File: src/rtl/wdg_pkg.sv
package wdg_pkg;
  localparam int OFS_COUNT   = 0;
  localparam int OFS_LOAD    = 1;
  localparam int OFS_RESTART = 2;
  localparam int OFS_CTRL    = 3;
  localparam int OFS_STAT    = 4;
  localparam int OFS_CLEAR   = 5;
  localparam int OFS_LEN     = 6;

  localparam logic [15:0] RESTART_KEY = 16'h5AB9;
  localparam int NUM_OUT = 3;

  typedef struct packed {
    logic clk_sel;
    logic ext_en;
    logic irq_en;
    logic rst_en;
    logic run;
  } wdg_ctrl_t;
endpackage

File: src/rtl/wdg_regs.sv
module wdg_regs
  import wdg_pkg::*;
#(
  parameter int DATA_W = 32,
  parameter int ADDR_W = 5,
  parameter int LEN_W  = 8,
  parameter logic [DATA_W-1:0] LOAD_RST = 32'h03EF1480,
  parameter logic [LEN_W-1:0]  LEN_RST  = 8'hFF
) (
  input  logic              clk,
  input  logic              rst,
  input  logic              bus_wr,
  input  logic              bus_rd,
  input  logic [ADDR_W-1:0] bus_addr,
  input  logic [DATA_W-1:0] bus_wdata,
  output logic [DATA_W-1:0] bus_rdata,
  input  logic [DATA_W-1:0] cnt_i,
  input  logic              status_i,
  output logic [DATA_W-1:0] load_o,
  output wdg_ctrl_t         ctrl_o,
  output logic [LEN_W-1:0]  len_o,
  output logic              restart_o,
  output logic              clear_o
);
  localparam int IDX_W = ADDR_W - 2;
  localparam int CTRL_W = $bits(wdg_ctrl_t);

  logic [IDX_W-1:0] idx;
  logic unused_lsb;

  assign idx        = bus_addr[ADDR_W-1:2];
  assign unused_lsb = ^bus_addr[1:0];

  assign restart_o = bus_wr && (idx == IDX_W'(OFS_RESTART)) &&
                     (bus_wdata[15:0] == RESTART_KEY);
  assign clear_o   = bus_wr && (idx == IDX_W'(OFS_CLEAR)) && bus_wdata[0];

  always_ff @(posedge clk) begin
    if (rst) begin
      load_o <= LOAD_RST;
      ctrl_o <= '0;
      len_o  <= LEN_RST;
    end else if (bus_wr) begin
      if (idx == IDX_W'(OFS_LOAD)) load_o <= bus_wdata;
      if (idx == IDX_W'(OFS_CTRL)) ctrl_o <= wdg_ctrl_t'(bus_wdata[CTRL_W-1:0]);
      if (idx == IDX_W'(OFS_LEN))  len_o  <= bus_wdata[LEN_W-1:0];
    end
  end

  always_ff @(posedge clk) begin
    if (rst) begin
      bus_rdata <= '0;
    end else if (bus_rd) begin
      case (idx)
        IDX_W'(OFS_COUNT): bus_rdata <= cnt_i;
        IDX_W'(OFS_LOAD):  bus_rdata <= load_o;
        IDX_W'(OFS_CTRL):  bus_rdata <= DATA_W'(ctrl_o);
        IDX_W'(OFS_STAT):  bus_rdata <= DATA_W'(status_i);
        IDX_W'(OFS_LEN):   bus_rdata <= DATA_W'(len_o);
        default:           bus_rdata <= '0;
      endcase
    end
  end
endmodule

File: src/rtl/wdg_count.sv
module wdg_count #(
  parameter int CNT_W = 32,
  parameter logic [CNT_W-1:0] LOAD_RST = 32'h03EF1480
) (
  input  logic             clk,
  input  logic             rst,
  input  logic             run,
  input  logic             clk_sel,
  input  logic             slow_tick,
  input  logic             restart,
  input  logic             clear,
  input  logic [CNT_W-1:0] load,
  output logic [CNT_W-1:0] cnt_o,
  output logic             status_o,
  output logic             expire_o
);
  logic tick;

  assign tick     = run && (clk_sel ? slow_tick : 1'b1);
  assign expire_o = tick && !restart && (cnt_o <= CNT_W'(1));

  always_ff @(posedge clk) begin
    if (rst)           cnt_o <= LOAD_RST;
    else if (restart)  cnt_o <= load;
    else if (expire_o) cnt_o <= load;
    else if (tick)     cnt_o <= cnt_o - CNT_W'(1);
  end

  always_ff @(posedge clk) begin
    if (rst)           status_o <= 1'b0;
    else if (expire_o) status_o <= 1'b1;
    else if (clear)    status_o <= 1'b0;
  end
endmodule

File: src/rtl/wdg_hold.sv
module wdg_hold #(
  parameter int LEN_W = 8
) (
  input  logic             clk,
  input  logic             rst,
  input  logic             fire,
  input  logic [LEN_W-1:0] len,
  output logic             out_o
);
  logic [LEN_W-1:0] remain;

  always_ff @(posedge clk) begin
    if (rst) begin
      out_o  <= 1'b0;
      remain <= '0;
    end else if (fire) begin
      out_o  <= 1'b1;
      remain <= len;
    end else if (out_o) begin
      if (remain == '0) out_o <= 1'b0;
      else              remain <= remain - LEN_W'(1);
    end
  end
endmodule

File: src/rtl/wdg_timer.sv
module wdg_timer
  import wdg_pkg::*;
#(
  parameter int DATA_W = 32,
  parameter int ADDR_W = 5,
  parameter int LEN_W  = 8,
  parameter logic [DATA_W-1:0] LOAD_RST = 32'h03EF1480,
  parameter logic [LEN_W-1:0]  LEN_RST  = 8'hFF
) (
  input  logic              clk,
  input  logic              rst,
  input  logic              slow_tick,
  input  logic              bus_wr,
  input  logic              bus_rd,
  input  logic [ADDR_W-1:0] bus_addr,
  input  logic [DATA_W-1:0] bus_wdata,
  output logic [DATA_W-1:0] bus_rdata,
  output logic              sys_rst_o,
  output logic              sys_irq_o,
  output logic              ext_sig_o
);
  logic [DATA_W-1:0]  cnt;
  logic [DATA_W-1:0]  load;
  logic [LEN_W-1:0]   len;
  wdg_ctrl_t          ctrl;
  logic [4:0]         ctrl_raw;
  logic               status;
  logic               expire;
  logic               restart;
  logic               clear;
  logic [NUM_OUT-1:0] en_vec;
  logic [NUM_OUT-1:0] out_vec;

  assign ctrl_raw = ctrl;
  assign en_vec   = {ctrl.ext_en, ctrl.irq_en, ctrl.rst_en};

  wdg_regs #(
    .DATA_W(DATA_W), .ADDR_W(ADDR_W), .LEN_W(LEN_W),
    .LOAD_RST(LOAD_RST), .LEN_RST(LEN_RST)
  ) u_regs (
    .clk(clk), .rst(rst), .bus_wr(bus_wr), .bus_rd(bus_rd),
    .bus_addr(bus_addr), .bus_wdata(bus_wdata), .bus_rdata(bus_rdata),
    .cnt_i(cnt), .status_i(status), .load_o(load), .ctrl_o(ctrl),
    .len_o(len), .restart_o(restart), .clear_o(clear)
  );

  wdg_count #(.CNT_W(DATA_W), .LOAD_RST(LOAD_RST)) u_count (
    .clk(clk), .rst(rst), .run(ctrl.run), .clk_sel(ctrl.clk_sel),
    .slow_tick(slow_tick), .restart(restart), .clear(clear),
    .load(load), .cnt_o(cnt), .status_o(status), .expire_o(expire)
  );

  for (genvar g = 0; g < NUM_OUT; g++) begin : g_hold
    wdg_hold #(.LEN_W(LEN_W)) u_hold (
      .clk(clk), .rst(rst), .fire(expire && en_vec[g]),
      .len(len), .out_o(out_vec[g])
    );
  end

  assign sys_rst_o = out_vec[0];
  assign sys_irq_o = out_vec[1];
  assign ext_sig_o = out_vec[2];
endmodule

File: config.mk
export PLATFORM = sky130hd
export DESIGN_NAME = wdg_timer
export DESIGN_NICKNAME = d
export VERILOG_FILES = /design/src/rtl/wdg_pkg.sv /design/src/rtl/wdg_regs.sv /design/src/rtl/wdg_count.sv /design/src/rtl/wdg_hold.sv /design/src/rtl/wdg_timer.sv
export SDC_FILE = /design/constraint.sdc
export NUM_CORES = 1
export LEC_CHECK = 0
export BUFFER_PORTS_ARGS = -buffer_cell sky130_fd_sc_hd__buf_2
export CORE_ASPECT_RATIO = 1.2
export CORE_MARGIN = 5
export CORE_UTILIZATION = 23
export CTS_BUF_LIST = sky130_fd_sc_hd__clkbuf_8
export DETAILED_ROUTE_END_ITERATION = 12
export SYNTH_ARGS = -nofsm -noshare
export SYNTH_HDL_FRONTEND = slang
export SYNTH_SLANG_ARGS = --single-unit
File: constraint.sdc
create_clock -name clk -period 4.16 [get_ports clk]
set_clock_uncertainty 0.2 [all_clocks]
set_input_delay 0.624 -clock clk [delete_from_list [all_inputs] [get_ports clk]]
set_output_delay 0.624 -clock clk [all_outputs]
set_load 0.01 [all_outputs]
# Word-level counts from Yosys, hierarchy flattened
# Index checks and enable logic that the tools add are counted.
dict set report totals {
  regBits 137
  input_bits 42
  output_inout_bits 35
}
dict set report op_classes {
  n_addsub 4
  order_cmp 1
  n_eq_ne 10
  n_mux 25
  reduce_logical 26
}
# operator count
set ops {}
lappend ops {{case mux 32 bit (5 select lines)} 1}
lappend ops {{two-way mux 32 bit} 3}
lappend ops {{two-way mux 8 bit} 9}
lappend ops {{less-or-equal comparator 32 x 1 -> 1 bit, second input constant} 1}
lappend ops {{subtractor 32 x 1 -> 32 bit, second input constant} 1}
lappend ops {{zero test 8 bit} 3}
lappend ops {{subtractor 8 x 1 -> 8 bit, second input constant} 3}
lappend ops {{== test 16 x 15 -> 1 bit, second input constant} 1}
lappend ops {{two-way mux 1 bit} 12}
lappend ops {{AND reduction 2 bit} 6}
lappend ops {{logical AND 1 bit} 10}
lappend ops {{== test 3 bit, second input constant} 3}
lappend ops {{nonzero test 2 bit} 4}
lappend ops {{== test 3 x 2 -> 1 bit, second input constant} 2}
lappend ops {{inequality test 2 x 1 -> 1 bit, second input constant} 3}
lappend ops {{== test 3 x 1 -> 1 bit, second input constant} 1}
lappend ops {{zero test 3 bit} 1}
lappend ops {{nonzero test 3 bit} 1}
lappend ops {{zero test 1 bit} 1}

# Depth between registers and ports, before layout
dict set report logic_depth {
  depth_word 9
  ltp_mapped 10
  ltp_nobuf 8
}

# By module
# From an unflattened synthesis, not the netlist that was laid out.
dict set report hier_totals {
  cells_unflattened 875
  area_unflattened_um2 7349.5
}
# mod instances cells_per_inst area_each_um2 seq_area_each_um2
set modules_own_cells {}
lappend modules_own_cells {wdg_regs 1 377 3417.0 1541.5}
lappend modules_own_cells {wdg_count 1 291 2179.6 660.6}
lappend modules_own_cells {wdg_hold 3 68 578.1 180.2}
lappend modules_own_cells {wdg_timer 1 3 18.8 0.0}

# Worst setup path before layout
# Ideal clock, no wire load.
dict set report synth_timing {
  path_type {input to register}
  startpoint {input bus_addr[3]}
  endpoint {register u_count.cnt_o[21]}
  setup_ps 115
  arrival_ps 2267
  required_time_ps 3845
  slack_ps 1577
  cell_stages 7
  path_buffers 1
  cell_sequence {buf_2 > nand4bb_1 > nor2b_1 > nand4_2 > a21boi_2 > or3_1 > a31o_1}
}
dict set report synth_between {
  elab_chain_cells 8
  word_cells_on_any_way 9
}
# element line_no
set synth_rtl {}
lappend synth_rtl {{from (decl)} wdg_timer.sv:15} ;# input logic [ADDR_W-1:0] bus_addr,
lappend synth_rtl {{== test 3 x 2 -> 1 bit (*)} wdg_regs.sv:34} ;# assign restart_o = bus_wr && (idx == IDX_W'(OFS_RESTART)) &&
lappend synth_rtl {{logical AND 1 bit (*) (2 in series)} wdg_regs.sv:34}
lappend synth_rtl {{zero test 1 bit} wdg_count.sv:20} ;# assign expire_o = tick && !restart && (cnt_o <= CNT_W'(1));
lappend synth_rtl {{logical AND 1 bit (2 in series)} wdg_count.sv:20}
lappend synth_rtl {{two-way mux 32 bit} wdg_count.sv:25} ;# else if (expire_o) cnt_o <= load;
lappend synth_rtl {{two-way mux 32 bit} wdg_count.sv:24} ;# else if (restart) cnt_o <= load;
lappend synth_rtl {{to (signal assigned)} wdg_count.sv:24}
lappend synth_rtl {{to (signal assigned)} wdg_count.sv:25}
lappend synth_rtl {{to (signal assigned)} wdg_count.sv:26} ;# else if (tick) cnt_o <= cnt_o - CNT_W'(1);
lappend synth_rtl {{to (decl)} wdg_count.sv:13} ;# output logic [CNT_W-1:0] cnt_o,
# Every way passes the cells marked *; elsewhere a longest branch is shown, timed or not.
# A chain may end at the register's enable or synchronous reset.

# Worst setup path in the final report
dict set report layout_timing {
  startpoint {register u_count.cnt_o[8]}
  endpoint {register u_count.cnt_o[18]}
}
dict set report layout_between {
  elab_chain_cells 4
  word_cells_on_any_way 7
}
# element line_no
set layout_rtl {}
lappend layout_rtl {{subtractor 32 x 1 -> 32 bit or less-or-equal comparator 32 x 1 -> 1 bit (tied branches)} {wdg_count.sv:26, wdg_count.sv:20}}
lappend layout_rtl {{two-way mux 32 bit or logical AND 1 bit (tied branches)} {wdg_count.sv:26, wdg_count.sv:20}}
lappend layout_rtl {{two-way mux 32 bit} wdg_count.sv:25}
lappend layout_rtl {{two-way mux 32 bit} wdg_count.sv:24}
# Parallel ways exist; a longest one is shown, timed or not. The select of a mux whose other input is x is not followed.

==> results by stage <==
Place:
- The final RePlAce weighted congestion is 0.875.
- In this run the tool buffered the top-level ports with 74 buffer cells.
- The number of placed cells counting well taps is 1276.
- The HPWL after detailed placement is 15.4 mm.

Synthesis:
- After synthesis, the largest family of logic cells by area is simple AND/OR/NAND/NOR gates.
- By instance count, the leading cell after synthesis is sky130_fd_sc_hd__dfxtp_1.
- The sequential cell area fraction in the yosys report is 39.3%.
- After synthesis, the cell types taking the most area are sky130_fd_sc_hd__dfxtp_1 (39%), sky130_fd_sc_hd__nand2_1 (6.7%), sky130_fd_sc_hd__nor2_1 (5.2%), sky130_fd_sc_hd__a22oi_1 (4.1%), sky130_fd_sc_hd__a21oi_1 (3.5%).
- By count the netlist is led by sky130_fd_sc_hd__dfxtp_1 (137), sky130_fd_sc_hd__nand2_1 (124), sky130_fd_sc_hd__nor2_1 (96).
- The average instance area after synthesis is 8.17 um2.
- The proportion of synthesized area in mux cells is 3.98%.
- When the netlist entered floorplanning its net count stood at 904.
- The most used flip-flop cell after synthesis is sky130_fd_sc_hd__dfxtp_1.
- The synthesized netlist devotes 21.1% of its cell area to compound gates.
- The simple-gate area share of the yosys netlist is 27.0%.
- The distinct cell type count after synthesis is 74.
- Summed over all instances, the cell type with the most area after synthesis is sky130_fd_sc_hd__dfxtp_1.
- Yosys mapped a number of flops with a built-in enable equal to 0.
- The XOR/XNOR share of the synthesized area is 2.51%.
- Counting flops and latches in the post-synthesis netlist gives 137.
- In the synthesized netlist the async set-or-reset flop fraction comes to 0%.
- The warning count from the yosys run is 0.
- After synthesis, the largest area contributor takes up 39.3% of total cell area.
- After Yosys synthesis, full adders, half adders and majority gates account for 1.43% of the synthesized area.
- Summing every instance area after synthesis gives 6980 um2.
- The synthesized instance count is 854.

Global route:
- The number of antenna violations at the first check in global routing is 0.
- The total global-route track usage is 12.6%.
- The pin count of the biggest net entering global routing is 49.
- After global routing the overflow that remains totals 0.
- The first global-routing pass estimated 34.2 mm of wire.
- The number of global-route vias before repair is 6212.

Power and ir drop:
- Per report_power, the clock group accounts for 40.8% of the total.
- Combinational logic is responsible for 7.4% of the overall power.
- The worst-case IR drop observed on VDD is 0.174 mV.
- The switching portion of total power is 28.0%.
- The total power density per cell area is 322 nW/um2.
- Cell internal power was estimated by the tool at 1880 uW.
- The sequential cell fraction of total power is 51.8%.
- The cell leakage power is 0.00306 uW.
- The power dissipated by switching net loads is 733 uW.

Detailed routing:
- Once detail routing completed, the nets flagged for antenna violations numbered 0.
- The routed layout has 6423 vias.
- The DRC violation total after the first TritonRoute iteration is 523.
- The number of detailed-route iterations in the first pass is 6.
- In the final routed layout, each cell accounts on average for 16.6 um.
- Dividing the detail-routed via count by the number of cells gives 4.91.
- For this run, design rule violations remaining after detail routing come to 0.
- The overall routed net length is 21.7 mm.

STA:
- The maximum clock frequency is 330 MHz.
- The setup TNS is 0 ps.
- After layout, the worst path uses 72.9% of the clock period.
- Setup violations remaining at the end of the flow were counted as 0.
- The number of slew-limit violations in the final report is 0.
- After layout, the minimum clock period comes to 3030 ps.
- The final count of hold timing violations is 0.
- Setup repair after global routing left no endpoint under its margin.
- The worst slew margin relative to its limit is 23.6%.
- For the pin with the worst max-slew slack, the measured transition is 1140 ps.

Clock network:
- The post-CTS setup repair buffer count is 0.
- The tree is rooted in a sky130_fd_sc_hd__clkbuf_8.
- The number of clock buffers inserted by TritonCTS is 17.
- The count of hold buffers inserted by post-cts repair is 0.
- The worst-skew pair later-pin latency is 450 ps.
- Clock-pin slew was measured on the worst setup and hold paths at 90 ps.
- The maximum level of the CTS H-tree is 4.
- Counting along the longest clock path gives a buffer depth of 2.
- The TritonCTS clock tree is built.
- The count of instances resized after the clock tree is built is 0.
- The clock sink total is 137.

Worst setup path:
- The critical path in this run is classified as register to register.
- The worst setup path is captured at a register.
- The data required time of the critical path is 4330 ps.
- In this run the worst path has a maximum fanout of 14.
- The worst setup path is launched from a register.
- The data arrival time of the worst path is 3200 ps.

Die:
- The initial utilization of the core area, before any placement, comes to 23.4%.
- The height of the die is 201 um.
- Pin placement for this block handled 77 I/O pins.
- The area enclosed by the die boundary is 33900 um2.
- The floorplan step set the die width to 169 um.
- The floorplan has 69 rows.
- The total area inside the core boundary comes to 29800 um2.

Outcome:
- The run finished with clean final reports.

Layout:
- The area growth from synthesis to layout is 16.2%.
- The layout has 3244 filler cells.
- The fraction of final layout cells with drive strength greater than 1 is 17.6%.
- Summing all flip-flop and latch instances after layout gives 2740 um2.
- The area of the multi-input gates is 3920 um2.
- The number of standard cells in the final layout excluding fillers is 1309.
- After the last flow step, the layout net total stands at 955.

Job:
- The count of maximum capacitance violations is 0.

Hold path:
- The path class of the tightest hold or removal check is input pin to register.
## layout by cell type, fill, tap and decap left out, drive strengths merged, types with 4 or more instances in the layout
master | synthesis | layout
a211oi | 24 | 24
a21oi | 49 | 49
a22o | 24 | 24
a22oi | 38 | 38
a31oi | 4 | 4
and2 | 5 | 5
buf | 16 | 92
clkbuf | 44 | 17
clkinv | 1 | 6
dfxtp | 137 | 137
ha | 8 | 8
inv | 18 | 24
mux2 | 6 | 6
mux2i | 21 | 21
nand2 | 124 | 124
nand2b | 7 | 7
nand3 | 30 | 30
nand4 | 13 | 13
nor2 | 97 | 97
nor3 | 24 | 24
nor4 | 22 | 22
o211ai | 7 | 7
o21a | 5 | 5
o21ai | 35 | 35
o22ai | 5 | 5
o32ai | 5 | 5
or2 | 5 | 5
or3 | 4 | 4
or4 | 11 | 11
xnor2 | 17 | 17
## metal layers
metal | routed length, um | share of wire [%] | GRT usage [%] | vias up
li1 | - | - | - | 3201
met1 | 9350 | 43 | 15.0 | 3070
met2 | 10900 | 50 | 22.1 | 132
met3 | 1100 | 5.1 | 3.31 | 20
met4 | 294 | 1.4 | 3.68 | 0
met5 | 0 | 0 | 0 | -
## through the flow
step                utilization [%]  setup slack, ps  power [uW]  cell area [um2]  hold WS [ps]
detailed placement             26.0              919        1580             7730           267
global route                   27.2              953        2720             8110           162
CTS                            27.2             1110        2640             8110           155
global placement               26.0              949        1580             7730           260
finish                         27.2             1130        2610             8110           179
floorplan                         -             1580        1500             6980           246
## path summary, 6_finish.rpt
check	end	slack (ps)	depth (start not counted)	from
worst min-delay path	u_regs.load_o[22]	180	3	bus_wdata[22]
worst min register to register	u_count.cnt_o[1]	280	2	u_regs.load_o[1]
worst max-delay path	u_count.cnt_o[18]	1130	7	u_count.cnt_o[8]
worst max register to register	u_count.cnt_o[18]	1130	7	u_count.cnt_o[8]
## final cells by class
| type | instances | area share [%] |
|---|---|---|
| sequential | 137 | 33.8 |
| tap | 390 | 6.02 |
| clock inverter | 15 | 1.76 |
| multi-input combinational | 638 | 48.3 |
| clock buffer | 17 | 2.88 |
| antenna | 1 | 0.0309 |
| inverter | 19 | 0.879 |
| timing repair buffer | 92 | 6.26 |
## state kept, by name (all words and copies together) (netlist names)
register / flops
u_count.cnt_o: 32
u_regs.bus_rdata: 32
u_regs.load_o: 32
g_hold.u_hold.remain: 24
u_regs.len_o: 8
u_regs.ctrl_o: 5
g_hold.u_hold.out_o: 3
u_count.status_o: 1
## power by group through the flow
| stage | clock, uW | sequential [uW] | combinational, uW |
|---|---|---|---|
| after floorplan | 0 | 1380 | 119 |
| after global placement | 0 | 1380 | 193 |
| after detailed placement | 0 | 1390 | 193 |
| after CTS | 1090 | 1350 | 194 |
| after global routing | 1150 | 1360 | 213 |
| final | 1070 | 1350 | 193 |
## critical path, stage by stage, from the launching register on
cell	delay, ps
sky130_fd_sc_hd__dfxtp_1	370
sky130_fd_sc_hd__nor4_1	720
sky130_fd_sc_hd__and4_1	320
sky130_fd_sc_hd__nand3_1	170
sky130_fd_sc_hd__o21ai_2	630
sky130_fd_sc_hd__buf_4	240
sky130_fd_sc_hd__nor3_1	50
sky130_fd_sc_hd__o31ai_1	220
## kinds of logic after synthesis
group	Yosys count
DFF	137
xor gates and xnor gates	20
AOI/OAI and AO/OA	215
adders and majority gates	8
and+or+nand+nor	368
muxes	27
buffers and inverters	79
(Power assumes the default switching activity.)
